<file path="src/rtl/led_pwm_pkg.sv">
package led_pwm_pkg;

  // Phase seen by a channel: shared count plus its fixed offset, modulo 2^width.
  function automatic int unsigned stagger_phase(int unsigned count,
                                                int unsigned chan_idx,
                                                int unsigned step,
                                                int unsigned width);
    int unsigned mask;
    mask = (32'd1 << width) - 32'd1;
    return (count + chan_idx * step) & mask;
  endfunction

  // A channel conducts while its phase has not passed its duty word.
  function automatic logic duty_active(int unsigned phase, int unsigned duty);
    return phase <= duty;
  endfunction

  // Prescaler finishes its run once the running count reaches the code.
  function automatic logic prescale_done(int unsigned pre, int unsigned code);
    return pre >= code;
  endfunction

endpackage

</file>
<file path="src/rtl/led_pwm_prescaler.sv">
module led_pwm_prescaler #(
  parameter int DIV_W = 4
) (
  input  logic             clk,
  input  logic             rst_n,
  input  logic [DIV_W-1:0] div_code,
  output logic             tick
);

  logic [DIV_W-1:0] pre_q;

  // ">=" rather than "==" so a code lowered mid-run cannot strand the count.
  assign tick = led_pwm_pkg::prescale_done(32'(pre_q), 32'(div_code));

  always_ff @(posedge clk or negedge rst_n) begin
    if (!rst_n)    pre_q <= '0;
    else if (tick) pre_q <= '0;
    else           pre_q <= pre_q + 1'b1;
  end

endmodule

</file>
<file path="src/rtl/led_pwm_timebase.sv">
module led_pwm_timebase #(
  parameter int CNT_W = 10
) (
  input  logic             clk,
  input  logic             rst_n,
  input  logic             tick,
  output logic [CNT_W-1:0] cnt,
  output logic             wrap
);

  logic [CNT_W-1:0] cnt_q;

  assign cnt  = cnt_q;
  assign wrap = tick && (cnt_q == {CNT_W{1'b1}});

  always_ff @(posedge clk or negedge rst_n) begin
    if (!rst_n)    cnt_q <= '0;
    else if (tick) cnt_q <= cnt_q + 1'b1;
  end

endmodule

</file>
<file path="src/rtl/led_pwm_duty_bank.sv">
module led_pwm_duty_bank #(
  parameter int CH     = 8,
  parameter int DUTY_W = 10,
  parameter int ADDR_W = 3
) (
  input  logic                   clk,
  input  logic                   rst_n,
  input  logic                   commit,
  input  logic [ADDR_W-1:0]      sel_addr,
  input  logic [DUTY_W-1:0]      din,
  input  logic                   wrap,
  output logic [CH*DUTY_W-1:0]   pend_flat,
  output logic [CH*DUTY_W-1:0]   act_flat
);

  for (genvar c = 0; c < CH; c++) begin : g_slot
    logic [DUTY_W-1:0] pend_q;
    logic [DUTY_W-1:0] act_q;
    logic              hit;

    assign hit = commit && (sel_addr == ADDR_W'(c));

    // Staged copy takes writes at any time.
    always_ff @(posedge clk or negedge rst_n) begin
      if (!rst_n)   pend_q <= '0;
      else if (hit) pend_q <= din;
    end

    // Active copy moves only on the period boundary.
    always_ff @(posedge clk or negedge rst_n) begin
      if (!rst_n)    act_q <= '0;
      else if (wrap) act_q <= pend_q;
    end

    assign pend_flat[c*DUTY_W +: DUTY_W] = pend_q;
    assign act_flat[c*DUTY_W +: DUTY_W]  = act_q;
  end

endmodule

</file>
<file path="src/rtl/led_pwm_channel.sv">
module led_pwm_channel #(
  parameter int DUTY_W = 10,
  parameter int IDX    = 0,
  parameter int STEP   = 64
) (
  input  logic              clk,
  input  logic              rst_n,
  input  logic [DUTY_W-1:0] cnt,
  input  logic [DUTY_W-1:0] duty,
  input  logic              force_off,
  output logic              en
);

  logic [31:0] phase32;
  logic        on_now;

  assign phase32 = led_pwm_pkg::stagger_phase(32'(cnt), IDX, STEP, DUTY_W);
  assign on_now  = !force_off && led_pwm_pkg::duty_active(phase32, 32'(duty));

  always_ff @(posedge clk or negedge rst_n) begin
    if (!rst_n) en <= 1'b0;
    else        en <= on_now;
  end

endmodule

</file>
<file path="src/rtl/led_pwm_dual_bank.sv">
module led_pwm_dual_bank #(
  parameter int CH_PER_BANK  = 8,
  parameter int DUTY_W       = 10,
  parameter int DIV_W        = 4,
  parameter int STAGGER_STEP = 64,
  localparam int ADDR_W      = (CH_PER_BANK > 1) ? $clog2(CH_PER_BANK) : 1
) (
  input  logic                   clk,
  input  logic                   rst_n,
  input  logic                   commit,
  input  logic [ADDR_W-1:0]      sel_addr,
  input  logic [DUTY_W-1:0]      duty_a,
  input  logic [DUTY_W-1:0]      duty_b,
  input  logic [DIV_W-1:0]       div_code,
  input  logic                   force_off,
  output logic [CH_PER_BANK-1:0] en_a,
  output logic [CH_PER_BANK-1:0] en_b
);

  localparam int FLAT_W = CH_PER_BANK * DUTY_W;

  // Internal events brought out by name for the checker.
  logic              tick;
  logic              wrap;
  logic [DUTY_W-1:0] cnt;
  logic [FLAT_W-1:0] pend_a_flat;
  logic [FLAT_W-1:0] pend_b_flat;
  logic [FLAT_W-1:0] act_a_flat;
  logic [FLAT_W-1:0] act_b_flat;

  led_pwm_prescaler #(.DIV_W(DIV_W)) u_pre (
    .clk      (clk),
    .rst_n    (rst_n),
    .div_code (div_code),
    .tick     (tick)
  );

  led_pwm_timebase #(.CNT_W(DUTY_W)) u_tb (
    .clk   (clk),
    .rst_n (rst_n),
    .tick  (tick),
    .cnt   (cnt),
    .wrap  (wrap)
  );

  led_pwm_duty_bank #(.CH(CH_PER_BANK), .DUTY_W(DUTY_W), .ADDR_W(ADDR_W)) u_bank_a (
    .clk       (clk),
    .rst_n     (rst_n),
    .commit    (commit),
    .sel_addr  (sel_addr),
    .din       (duty_a),
    .wrap      (wrap),
    .pend_flat (pend_a_flat),
    .act_flat  (act_a_flat)
  );

  led_pwm_duty_bank #(.CH(CH_PER_BANK), .DUTY_W(DUTY_W), .ADDR_W(ADDR_W)) u_bank_b (
    .clk       (clk),
    .rst_n     (rst_n),
    .commit    (commit),
    .sel_addr  (sel_addr),
    .din       (duty_b),
    .wrap      (wrap),
    .pend_flat (pend_b_flat),
    .act_flat  (act_b_flat)
  );

  for (genvar c = 0; c < CH_PER_BANK; c++) begin : g_chan
    led_pwm_channel #(.DUTY_W(DUTY_W), .IDX(c), .STEP(STAGGER_STEP)) u_ch_a (
      .clk       (clk),
      .rst_n     (rst_n),
      .cnt       (cnt),
      .duty      (act_a_flat[c*DUTY_W +: DUTY_W]),
      .force_off (force_off),
      .en        (en_a[c])
    );
    led_pwm_channel #(.DUTY_W(DUTY_W), .IDX(CH_PER_BANK + c), .STEP(STAGGER_STEP)) u_ch_b (
      .clk       (clk),
      .rst_n     (rst_n),
      .cnt       (cnt),
      .duty      (act_b_flat[c*DUTY_W +: DUTY_W]),
      .force_off (force_off),
      .en        (en_b[c])
    );
  end

endmodule

</file>
<file path="config.mk">
export PLATFORM = sky130hd
export DESIGN_NAME = led_pwm_dual_bank
export DESIGN_NICKNAME = d
export VERILOG_FILES = /design/src/rtl/led_pwm_pkg.sv /design/src/rtl/led_pwm_prescaler.sv /design/src/rtl/led_pwm_timebase.sv /design/src/rtl/led_pwm_duty_bank.sv /design/src/rtl/led_pwm_channel.sv /design/src/rtl/led_pwm_dual_bank.sv
export SDC_FILE = /design/constraint.sdc
export NUM_CORES = 1
export LEC_CHECK = 0
export BUFFER_PORTS_ARGS = -buffer_cell sky130_fd_sc_hd__buf_2
export CORE_ASPECT_RATIO = 0.9
export CORE_UTILIZATION = 40
export DETAILED_ROUTE_END_ITERATION = 8
export SLEW_MARGIN = 15
export SYNTH_ARGS = -nofsm -noshare
export SYNTH_HDL_FRONTEND = slang
export SYNTH_SLANG_ARGS = --single-unit
export TNS_END_PERCENT = 50
</file>
<file path="constraint.sdc">
create_clock -name clk -period 2.5 [get_ports clk]
set_input_delay 0 -clock clk [delete_from_list [all_inputs] [get_ports clk]]
set_output_delay 0 -clock clk [all_outputs]
set_load 0.01 [all_outputs]
</file>
Word-level counts from Yosys, hierarchy flattened

Cells that the tools add are included.

Add/subtract/negate cells: 17
$mul: 0
Div/mod/pow operators: 0
$lt $le $gt $ge: 17
Eq/ne operators: 8
Shift operators: 0
Multiplexer cells: 1
Bitwise logic cells: 0
Reduce and logical (&&, ||, !) cells: 27

Operators by type and width:

| operator                                                         | count |
|---|---|
| 10-bit <= comparator                                             | 16 |
| 10-bit adder (second input constant)                             | 8 |
| 10-bit by 9-bit adder with 10-bit output (second input constant) | 4 |
| 1-bit logical AND                                                | 25 |
| 10-bit by 8-bit adder with 10-bit output (second input constant) | 2 |
| 3-bit == test (second input constant)                            | 4 |
| 10-bit by 1-bit adder with 10-bit output (second input constant) | 1 |
| 10-bit by 7-bit adder with 10-bit output (second input constant) | 1 |
| 10-bit == test (second input constant)                           | 1 |
| 3-bit by 2-bit == test with 1-bit output (second input constant) | 2 |
| 4-bit by 1-bit adder with 4-bit output (second input constant)   | 1 |
| 4-bit >= comparator                                              | 1 |
| 4-bit 2-to-1 mux                                                 | 1 |
| 3-bit by 1-bit == test with 1-bit output (second input constant) | 1 |
| 3-bit logical NOT                                                | 1 |
| 1-bit logical NOT                                                | 1 |

Bits in registers: 350
Bits in latches: 0
Bits in writable memories: 0
ROM bits: 0
Output and inout bits: 16
Memories kept: 0

Longest topological paths before layout

Word-level depth: 3
Mapped depth: 12
Mapped depth without buffers: 11

Hierarchy

From an unflattened synthesis, not the netlist that was laid out.

Cell total of the unflattened synthesis: 1440
Area total of the unflattened synthesis: 18103.6 µm²

By module, submodules not included:

| module                                  | instances | cells each | area an instance (µm²) |
|---|---|---|---|
| led_pwm_duty_bank                       | 2         | 344        | 6109.6 |
| led_pwm_channel at g_chan[3].u_ch_a ... | 2         | 45         | 344.1 |
| led_pwm_channel at g_chan[5].u_ch_a ... | 2         | 43         | 336.6 |
| led_pwm_channel at g_chan[7].u_ch_a ... | 2         | 46         | 332.8 |
| led_pwm_channel at g_chan[1].u_ch_a ... | 2         | 44         | 325.3 |
| led_pwm_channel at g_chan[2].u_ch_a ... | 2         | 42         | 311.5 |
| led_pwm_channel at g_chan[4].u_ch_a ... | 2         | 41         | 299.0 |
| led_pwm_timebase                        | 1         | 37         | 475.5 |
| led_pwm_channel at g_chan[6].u_ch_a     | 1         | 43         | 330.3 |
| led_pwm_channel at g_chan[6].u_ch_b     | 1         | 44         | 319.1 |
| led_pwm_channel at g_chan[0].u_ch_b     | 1         | 40         | 290.3 |
| led_pwm_channel at g_chan[0].u_ch_a     | 1         | 39         | 286.5 |
| led_pwm_prescaler                       | 1         | 27         | 284.0 |

Worst setup path before layout

Ideal clock, no wire load.

Kind: reg2reg
Start: register u_tb.cnt_q[6], in the netlist u_tb.cnt[6]
End: register g_chan[7].u_ch_a.en
Data arrival time: 2.446 ns
Path slack: -0.023 ns
Cell stages (with the launch flop): 10
Path buffers: 1
Period minus slack after synthesis: 2.523 ns
Cell sequence: dfrtp_1 > clkbuf_1 > inv_1 > ha_1 > inv_1 > ha_1 > a21o_1 > a21o_1 > a221o_1 > a21oi_1

Cells in the longest elaborated chain, start to end: 3

RTL lines:

| element                                  | RTL line               | RTL |
|---|---|---|
| start, declared                          | led_pwm_timebase.sv:11 | `logic [CNT_W-1:0] cnt_q;` |
| start signal, assigned                   | led_pwm_timebase.sv:18 | `else if (tick) cnt_q <= cnt_q + 1'b1;` |
| 10-bit by 9-bit adder with 10-bit output | led_pwm_pkg.sv:10      | `return (count + chan_idx * step) & mask;` |
| 10-bit <= comparator                     | led_pwm_pkg.sv:15      | `return phase <= duty;` |
| 1-bit logical AND                        | led_pwm_channel.sv:18  | `assign on_now = !force_off && led_pwm_pkg::duty_active(phase32, 32'(duty));` |
| via g_chan[7].u_ch_a.on_now              | led_pwm_channel.sv:15  | `logic on_now;` |
| end signal, assigned                     | led_pwm_channel.sv:22  | `else en <= on_now;` |
| end, declared                            | led_pwm_channel.sv:11  | `output logic en` |

The timed path passes the listed nets, and every way through them passes these cells.
A chain may end at the register's enable or synchronous reset.

Final worst setup path

Start: register u_tb.cnt_q[7], in the netlist u_tb.cnt[7]
End: register g_chan[1].u_ch_b.en

Cells in the longest elaborated chain, start to end: 3

RTL lines:

| element                     | RTL line |
|---|---|
| 10-bit adder                | led_pwm_pkg.sv:10 |
| 10-bit <= comparator        | led_pwm_pkg.sv:15 |
| 1-bit logical AND           | led_pwm_channel.sv:18 |
| via g_chan[1].u_ch_b.on_now | led_pwm_channel.sv:15 |
| end signal, assigned        | led_pwm_channel.sv:22 |
| end, declared               | led_pwm_channel.sv:11 |

The timed path passes the listed nets, and every way through them passes these cells.

==> results_dict.tcl <==
set metrics [dict create \
    status "completed" \
    power.switching_mw 4.433 \
    grt_pass1_vias 10940 \
    io_pins 47 \
    num-fill-cells 3883 \
    clk_latency_ns 0.55 \
    place_congestion 0.8042 \
    cts_buffer_depth 3 \
    cts.sinks 350 \
    cp.buffers_inverters 3 \
    drc_errors 0 \
    dp_worst_setup_slack_ns -0.07653 \
    syn_nets 1549 \
    synth.distinct_cells 37 \
    ir_drop_v 0.0005004 \
    synthCells 1344 \
    critPathMaxStageDelay_ns 0.46 \
    worstPathMaxFanout 7 \
    portBuffers 46 \
    htree_levels 2 \
    initial_core_util 0.4084 \
    drt-vias-per-instance 5.024 \
    synth_warnings 0 \
    grt_max_degree 75 \
    end_kind "flop" \
    crit_family "adder cells" \
    wl_microns 37680 \
    fmax_ghz 0.4154 \
    num-nets-final 1656 \
    diodes 0 \
    layout_min_cycle_time_ns 2.407 \
    final-setup-viol-count 0 \
    syn_avg_cell_area_sq_um 13.17 \
    p_int_mw 10.98 \
    power_density_nw_per_um2 758.2 \
    relSlewSlack 0.5674 \
    wl_met2_microns 16350 \
    topRoutingLayerUsed "met4" \
    crit_arrival_ns 2.87 \
    cts_tree "yes" \
    worst_slack_ns 0.09292 \
    core_area_sq_um 43330 \
    grt-ovfl-total 0 \
    cp.required_ns 2.96 \
    path_cells "buf_4 > ha_1 > nand2_2 > xnor2_1 > buf_4 > inv_1 > ha_1 > and4_1 > a221o_1 > a21oi_1" \
    m1WireLength_microns 18500 \
    whs_ns 0.06903 \
    die-area_sq_um 45090 \
    synthTopCellsByArea "dfrtp_1 (49%), mux2_2 (14%), ha_1 (12%)" \
    grt_pass1_wl_microns 61070 \
    worst-setup-path-type "flop to flop" \
    fin_crit_sh 0.9628 \
    cp-start-kind "flop" \
    cts_buffers 38 \
    rsz0062_at_grt "no" \
    die_height_microns 201.5 \
    cts-root-buf "clkbuf_16" \
    slew_violations 0 \
    wl_per_cell_microns 18.20 \
    ys_async_sr_fraction 1.000 \
    yosysSeqAreaShare 0.4949 \
    worst_pin_slew_ns 0.6490 \
    core.rowCount 72 \
    syn-cell-area_sq_um 17700 \
    chipWidth_microns 223.7 \
    switching_share 0.2875 \
    cts_setup_buffers 0 \
    synth_flop_cell "dfrtp_1" \
    yosys.area.top_type "dfrtp_1" \
    drtIter0Drc 403 \
    p_seq_frac 0.431 \
    p_leak_nw 9.725 \
    finClkSkew_ns 0.02542 \
    dr.pass1.iters 4 \
    drive_gt1_frac 0.3315 \
    synth_top_area_share 0.4949 \
    hold_path.class "primary input to asynchronous set/reset pin" \
    area_growth_pct 14.90 \
    clk_pin_slew_ns 0.07 \
    vias 10400 \
    ys_ff_latch 350 \
    synth_edf_count 0 \
    ant_nets 0 \
    antenna_found_initial 0 \
    place_hpwl_microns 26560 \
    grt_usage 0.1746 \
    p_clk_frac 0.352 \
    comb_power_share 0.217 \
    wl_met3_microns 1862 \
    cpMaxStageDelayCell "dfrtp_2" \
    drv_cap 0 \
    hold_viol 0 \
]
[power groups by stage]
stage               logic (mW)  clock network [mW]  registers (mW)
finish                    3.35                5.43            6.65
global route              3.81                5.82            6.73
CTS                       3.40                5.58            6.65
detailed placement        3.35                   0            6.75
global placement          3.25                   0            6.72
floorplan                 2.02                   0            6.79
[sequential cells by signal (all words and copies together), names as in the netlist]
signal and flops:
g_chan.u_ch_a.en 8, g_chan.u_ch_b.en 8, u_bank_a.g_slot.act_q 80, u_bank_a.g_slot.pend_q 80
u_bank_b.g_slot.act_q 80, u_bank_b.g_slot.pend_q 80, u_pre.pre_q 4, u_tb.cnt 10
[layer usage]
layer | global-route usage | vias up
met5 | 0 | -
met4 | 0.05431 | 0
met3 | 0.02760 | 57
met2 | 0.2621 | 160
met1 | 0.2576 | 5262
li1 | - | 4920
[repair_timing]
action	CTS	global route
endpoints found under the hold margin	514	0
gates resized for setup	2	4
pin swaps	0	0
setup endpoints to repair	3	5
hold buffers	23	0
[layout make-up]
class | instances | area [sq um] | area share
sequential | 350 | 8760 | 0.4308
multi-input combinational | 770 | 7979 | 0.3924
clock buffer | 55 | 1085 | 0.05335
timing repair buffer | 122 | 1028 | 0.05058
tap | 592 | 740.7 | 0.03643
inverter | 169 | 634.4 | 0.03120
clock inverter | 12 | 106.4 | 0.005230
[Yosys cell counts, types with 7 or more instances]
| library cell | count |
|---|---|
| a21oi_1 | 56 |
| ha_1 | 174 |
| dfrtp_1 | 350 |
| o21ai_0 | 13 |
| nand4_1 | 17 |
| nand3_1 | 14 |
| nor2_1 | 8 |
| buf_4 | 16 |
| buf_6 | 11 |
| buf_2 | 14 |
| inv_1 | 169 |
| a21o_1 | 34 |
| o211ai_1 | 12 |
| xnor2_1 | 17 |
| nand2_1 | 25 |
| nor2b_1 | 13 |
| nor3_1 | 7 |
| and4_1 | 22 |
| a221o_1 | 11 |
| clkbuf_1 | 13 |
| mux2_2 | 221 |
| mux2_4 | 100 |
[path summary, 6_finish.rpt]
check                                                              start                                        to  slack (ns)  depth (start not counted)
min in group clk                                             sel_addr[1]  u_bank_a.g_slot[1].pend_q[8]$_DFFE_PN0P_        0.19                          4
worst max-delay path                             u_tb.cnt[7]$_DFFE_PN0N_             g_chan[1].u_ch_b.en$_DFF_PN0_        0.09                         10
worst min-delay path                                               rst_n   u_bank_a.g_slot[2].act_q[4]$_DFFE_PN0P_        0.07                          3
worst min register to register  u_bank_a.g_slot[1].pend_q[0]$_DFFE_PN0P_   u_bank_a.g_slot[1].act_q[0]$_DFFE_PN0P_        0.49                          1
max in group asynchronous                                          rst_n  u_bank_a.g_slot[4].pend_q[2]$_DFFE_PN0P_        2.02                          3
worst max register to register                   u_tb.cnt[7]$_DFFE_PN0N_             g_chan[1].u_ch_b.en$_DFF_PN0_        0.09                         10
[layout by cell type (no fill, tap or decap), types with 17 or more instances in the layout]
| cell type | synthesis | layout |
|---|---|---|
| a21o_1 | 34 | 34 |
| a21oi_1 | 56 | 56 |
| and4_1 | 22 | 22 |
| buf_2 | 14 | 45 |
| buf_4 | 16 | 41 |
| clkbuf_16 | 0 | 38 |
| dfrtp_1 | 350 | 349 |
| dlygate4sd3_1 | 0 | 22 |
| ha_1 | 174 | 173 |
| inv_1 | 169 | 168 |
| mux2_2 | 221 | 221 |
| mux2_4 | 100 | 100 |
| nand2_1 | 25 | 24 |
| nand4_1 | 17 | 17 |
[kinds of logic after synthesis]
| kind of cell | count (synthesis) | synth area share |
|---|---|---|
| multiplexers | 321 | 0.2255 |
| AND/OR/NAND/NOR | 119 | 0.03995 |
| XOR/XNOR | 19 | 0.009403 |
| AO/OA/AOI/OAI | 137 | 0.05069 |
| flip-flops | 350 | 0.4949 |
| adder cells (fa/ha/maj) | 174 | 0.1230 |
| buffers and inverters | 224 | 0.05656 |
[metrics by stage]
stage	util	TNS (ns)	power, mW	cells	area (sq um)
4_1_cts	0.4690	0	15.63	2070	20320
3_5_place_dp	0.4359	-0.1420	10.11	1980	18890
6_report	0.4692	0	15.42	2070	20330
5_1_grt	0.4692	0	16.35	2070	20330
3_3_place_gp	0.4359	-0.06456	9.962	1980	18890
2_1_floorplan	-	0	8.809	1344	17700
[worst min-delay path, cell delays in order]
cell and delay, ns:
dlygate4sd3_1 0.56, buf_8 0.19, buf_12 0.24
No activity file was read; power rests on OpenSTA's default activity.
